**src/rtl/instr_decode.sv**
```systemverilog
module instr_decode #(
  parameter int XLEN = 16,
  parameter int RIDX = 3,
  parameter int LINK_REG = 2
) (
  input  logic [15:0]     instr_i,
  output logic [RIDX-1:0] rs1_o,
  output logic [RIDX-1:0] rs2_o,
  output logic [RIDX-1:0] rd_o,
  output logic            reg_we_o,
  output logic            alu_b_imm_o,
  output logic [3:0]      alu_sel_o,
  output logic            mem_rd_o,
  output logic            mem_we_o,
  output logic            wb_mem_o,
  output logic            wb_link_o,
  output logic [XLEN-1:0] imm_o
);

  localparam logic [3:0] ALU_ADD = 4'd0;
  localparam logic [3:0] ALU_SUB = 4'd1;
  localparam logic [3:0] ALU_AND = 4'd3;
  localparam logic [3:0] ALU_OR  = 4'd4;
  localparam logic [3:0] ALU_XOR = 4'd5;
  localparam logic [3:0] ALU_LSL = 4'd6;

  localparam logic [1:0] CLS_FUNCT = 2'b00;
  localparam logic [1:0] CLS_OPC   = 2'b01;
  localparam logic [1:0] CLS_ADD   = 2'b10;
  localparam logic [1:0] CLS_SUB   = 2'b11;

  typedef enum logic [2:0] {IMM_NONE, IMM_S6, IMM_Z6, IMM_S9, IMM_S12} imm_kind_e;

  logic [3:0]      opc;
  logic [2:0]      fn3;
  logic [RIDX-1:0] f_hi, f_mid, f_lo;
  logic [1:0]      alu_cls;
  imm_kind_e       ikind;
  logic            we_raw;
  logic [3:0]      opc_alu;

  assign opc   = instr_i[15:12];
  assign fn3   = instr_i[2:0];
  assign f_hi  = instr_i[11:9];
  assign f_mid = instr_i[8:6];
  assign f_lo  = instr_i[5:3];

  always_comb begin
    rs1_o       = '0;
    rs2_o       = '0;
    rd_o        = '0;
    we_raw      = 1'b0;
    alu_b_imm_o = 1'b0;
    alu_cls     = CLS_ADD;
    mem_rd_o    = 1'b0;
    mem_we_o    = 1'b0;
    wb_mem_o    = 1'b0;
    wb_link_o   = 1'b0;
    ikind       = IMM_NONE;
    unique case (opc)
      4'b0000: begin
        rs1_o   = f_hi;
        rs2_o   = f_mid;
        rd_o    = f_lo;
        we_raw  = 1'b1;
        alu_cls = CLS_FUNCT;
      end
      4'b0001, 4'b0010: begin
        rs1_o       = f_hi;
        rd_o        = f_mid;
        we_raw      = 1'b1;
        alu_b_imm_o = 1'b1;
        alu_cls     = CLS_OPC;
        ikind       = IMM_S6;
      end
      4'b0011, 4'b0100, 4'b0101, 4'b0110: begin
        rs1_o       = f_hi;
        rd_o        = f_mid;
        we_raw      = 1'b1;
        alu_b_imm_o = 1'b1;
        alu_cls     = CLS_OPC;
        ikind       = IMM_Z6;
      end
      4'b0111: begin
        rs1_o       = f_hi;
        rd_o        = f_mid;
        we_raw      = 1'b1;
        alu_b_imm_o = 1'b1;
        mem_rd_o    = 1'b1;
        wb_mem_o    = 1'b1;
        ikind       = IMM_S6;
      end
      4'b1000: begin
        rd_o        = f_hi;
        we_raw      = 1'b1;
        alu_b_imm_o = 1'b1;
        ikind       = IMM_S9;
      end
      4'b1001: begin
        rs1_o       = f_hi;
        rs2_o       = f_mid;
        alu_b_imm_o = 1'b1;
        mem_we_o    = 1'b1;
        ikind       = IMM_S6;
      end
      4'b1010, 4'b1011: begin
        rs1_o   = f_hi;
        alu_cls = CLS_SUB;
        ikind   = IMM_S9;
      end
      4'b1100: begin
        ikind = IMM_S12;
      end
      4'b1101: begin
        rd_o      = RIDX'(LINK_REG);
        we_raw    = 1'b1;
        wb_link_o = 1'b1;
        ikind     = IMM_S12;
      end
      default: begin
      end
    endcase
  end

  always_comb begin
    unique case (opc)
      4'b0010: opc_alu = ALU_SUB;
      4'b0011: opc_alu = ALU_LSL;
      4'b0100: opc_alu = ALU_XOR;
      4'b0101: opc_alu = ALU_AND;
      4'b0110: opc_alu = ALU_OR;
      default: opc_alu = ALU_ADD;
    endcase
  end

  always_comb begin
    unique case (alu_cls)
      CLS_FUNCT: alu_sel_o = {1'b0, fn3};
      CLS_OPC:   alu_sel_o = opc_alu;
      CLS_SUB:   alu_sel_o = ALU_SUB;
      default:   alu_sel_o = ALU_ADD;
    endcase
  end

  assign reg_we_o = we_raw && (rd_o != '0);

  always_comb begin
    unique case (ikind)
      IMM_S6:  imm_o = {{(XLEN-6){instr_i[5]}}, instr_i[5:0]};
      IMM_Z6:  imm_o = {{(XLEN-6){1'b0}}, instr_i[5:0]};
      IMM_S9:  imm_o = {{(XLEN-9){instr_i[8]}}, instr_i[8:0]};
      IMM_S12: imm_o = {{(XLEN-12){instr_i[11]}}, instr_i[11:0]};
      default: imm_o = '0;
    endcase
  end

endmodule

```
**config.mk**
```make
export PLATFORM = sky130hd
export DESIGN_NAME = instr_decode
export DESIGN_NICKNAME = d
export VERILOG_FILES = /design/src/rtl/instr_decode.sv
export SDC_FILE = /design/constraint.sdc
export NUM_CORES = 1
export LEC_CHECK = 0
export ABC_AREA = 1
export BUFFER_PORTS_ARGS = -buffer_cell sky130_fd_sc_hd__buf_2
export CORE_MARGIN = 3
export CORE_UTILIZATION = 36
export DETAILED_ROUTE_END_ITERATION = 8
export PLACE_DENSITY_LB_ADDON = 0.05
export REMOVE_ABC_BUFFERS = 1
export SETUP_SLACK_MARGIN = 0.2
export SYNTH_ARGS = -nofsm -noshare
export SYNTH_HDL_FRONTEND = slang
export SYNTH_SLANG_ARGS = --single-unit
export TNS_END_PERCENT = 10
```
**constraint.sdc**
```tcl
create_clock -name vclk -period 1.2
set_input_delay 0.18 -clock vclk [all_inputs]
set_output_delay 0.18 -clock vclk [all_outputs]
set_load 0.02 [all_outputs]
```
==> impl_metrics.tcl <==
set metrics [dict create \
    nClkBuffers 0 \
    finalSetupTns_ns -1.87 \
    crit_chain "buf_12 -> inv_6 -> nor2_4 -> buf_6 -> nand2_4 -> nand3_4 -> a21oi_1 -> nand2_1 -> buf_2" \
    power_per_cell_area_nw_per_um2 534 \
    ir_worst_vdd_uv 338 \
    io_buffers 50 \
    slowest_stage "a21oi_1" \
    core_area_um2 1420 \
    die-area_um2 2140 \
    min_path_cells 4 \
    status "finished with violations" \
    finalInstanceArea_um2 1360 \
    rsz0062_at_grt "yes" \
    drv_cap 0 \
    cp-start-kind "input port" \
    leakagePower_nw 0.803 \
    fp.dieW_um 46.2 \
    path_delay_family "buffers and inverters" \
    antenna-diode-count 0 \
    ys.warnings.count 0 \
    dp.cells 202 \
    grt_pass1_wl_mm 4.70 \
    grt_max_degree 8 \
    cp_data_arrival_time_ns 1.15 \
    drt_iter0_markers 60 \
    slew_viol_final 0 \
    worst_setup_path_end_kind "output pin" \
    grt_antenna_before_repair 0 \
    holdWs_ns 0.721 \
    syn_area_um2 583 \
    ant_nets 0 \
    cp.buffers_inverters 4 \
    setup_ws_ns -0.133 \
    drive_gt1_share_pct 60.1 \
    drtPass1Iterations 4 \
    critPathMaxStageDelay_ns 0.19 \
    wl_per_cell_um 20.1 \
    area_growth_pct 133 \
    violations "negative setup slack" \
    ios 51 \
    drc 0 \
    hold_start "instr_i[4]" \
    num_vias 1246 \
    fp.dieH_um 46.2 \
    yosysMostFrequentCell "nand2_1" \
    cp_data_required_time_ns 1.02 \
    nets 206 \
    yosysSeqAreaShare_pct 0 \
    syn-mean-instance-area_um2 4.74 \
    start_util_pct 41.2 \
    overflow 0 \
    wirelength_mm 4.07 \
    cts_hold_buf 0 \
    first_global_vias 1042 \
    path_class "in2out" \
    final-setup-viol-count 28 \
    dpl_cell_area_um2 957 \
    hpwl_mm 1.82 \
    netlist_top_cells_area "nand2_1 23%, inv_1 15%, nand3_1 14%" \
    fin_crit_ns 1.33 \
    gp_congestion 0.816 \
    hold_end "imm_o[4]" \
    viasPerCell 6.14 \
    p_total_mw 0.725 \
    yosys.area.top_type "nand2_1" \
    seq_cell_count 0 \
    fmax_mhz 750 \
    place_ws_ns -0.230 \
    hold_viol_final 0 \
    finalNonFillerCells 203 \
    cp_max_fo 7 \
    track_usage_pct 30.1 \
    synth.distinct_cells 16 \
    rows 13 \
    min_path_type "in2out" \
    synthDominantCellAreaShare_pct 22.5 \
    fin_crit_sh_pct 111 \
    synthTopCellsByCount "35 x nand2_1, 24 x inv_1, 16 x nand3_1, 16 x nor2_1, 6 x buf_4" \
    synthCells 123 \
    area.sequential_um2 0 \
    final_core_util_pct 95.9 \
]
report_power, final:
| part | switching, mW | internal [mW] |
|---|---|---|
| logic | 0.416 | 0.309 |
| clock network | 0 | 0 |
| registers | 0 | 0 |
area by class of cell:
class | count | area [µm²]
timing repair buffer | 71 | 619
multi-input combinational | 92 | 606
inverter | 25 | 114
fill | 32 | 57.6
tap | 15 | 18.8
metal layers:
layer	routed length [µm]	GRT usage (%)	share of wire, %
met1	1390	33.0	34
met5	0	0	0
met2	1960	59.3	48
met3	461	0.781	11
met4	265	10.8	6.5
kinds of logic after synthesis:
logic type      after synthesis  synth area share, %
simple gates                 75                 58.8
other cells                   1                0.643
compound gates               16                 16.7
buf+inv                      31                 23.8
worst max-delay path by stage:
stage,depth (start not counted),slack [ns],end,from
2_1_floorplan,5,-0.48,imm_o[11],instr_i[15]
3_3_place_gp,8,-0.20,imm_o[11],instr_i[15]
3_5_place_dp,8,-0.23,imm_o[14],instr_i[15]
4_1_cts,8,-0.02,imm_o[6],instr_i[15]
5_1_grt,8,-0.19,alu_b_imm_o,instr_i[12]
6_report,9,-0.13,alu_b_imm_o,instr_i[14]
placed cells by master (no fill, tap or decap), types with 4 or more instances in the layout:
cell type	Yosys	final
buf_2	0	18
nand3_2	2	4
a21oi_1	5	4
nor2_4	1	5
o211ai_1	4	4
nand2_2	0	8
inv_1	24	17
nand2_1	35	21
buf_4	6	25
nor2_1	16	9
buf_6	0	25
nand3_1	16	11
nand2_4	1	7
nor2_2	1	4
timing repair:
item	CTS	global route
buffers inserted	1	0
cloned	0	0
endpoints found under the setup margin	34	34
pin swaps	17	14
gates resized for setup	98	32
Note: power is estimated with default switching activity, not from simulation.
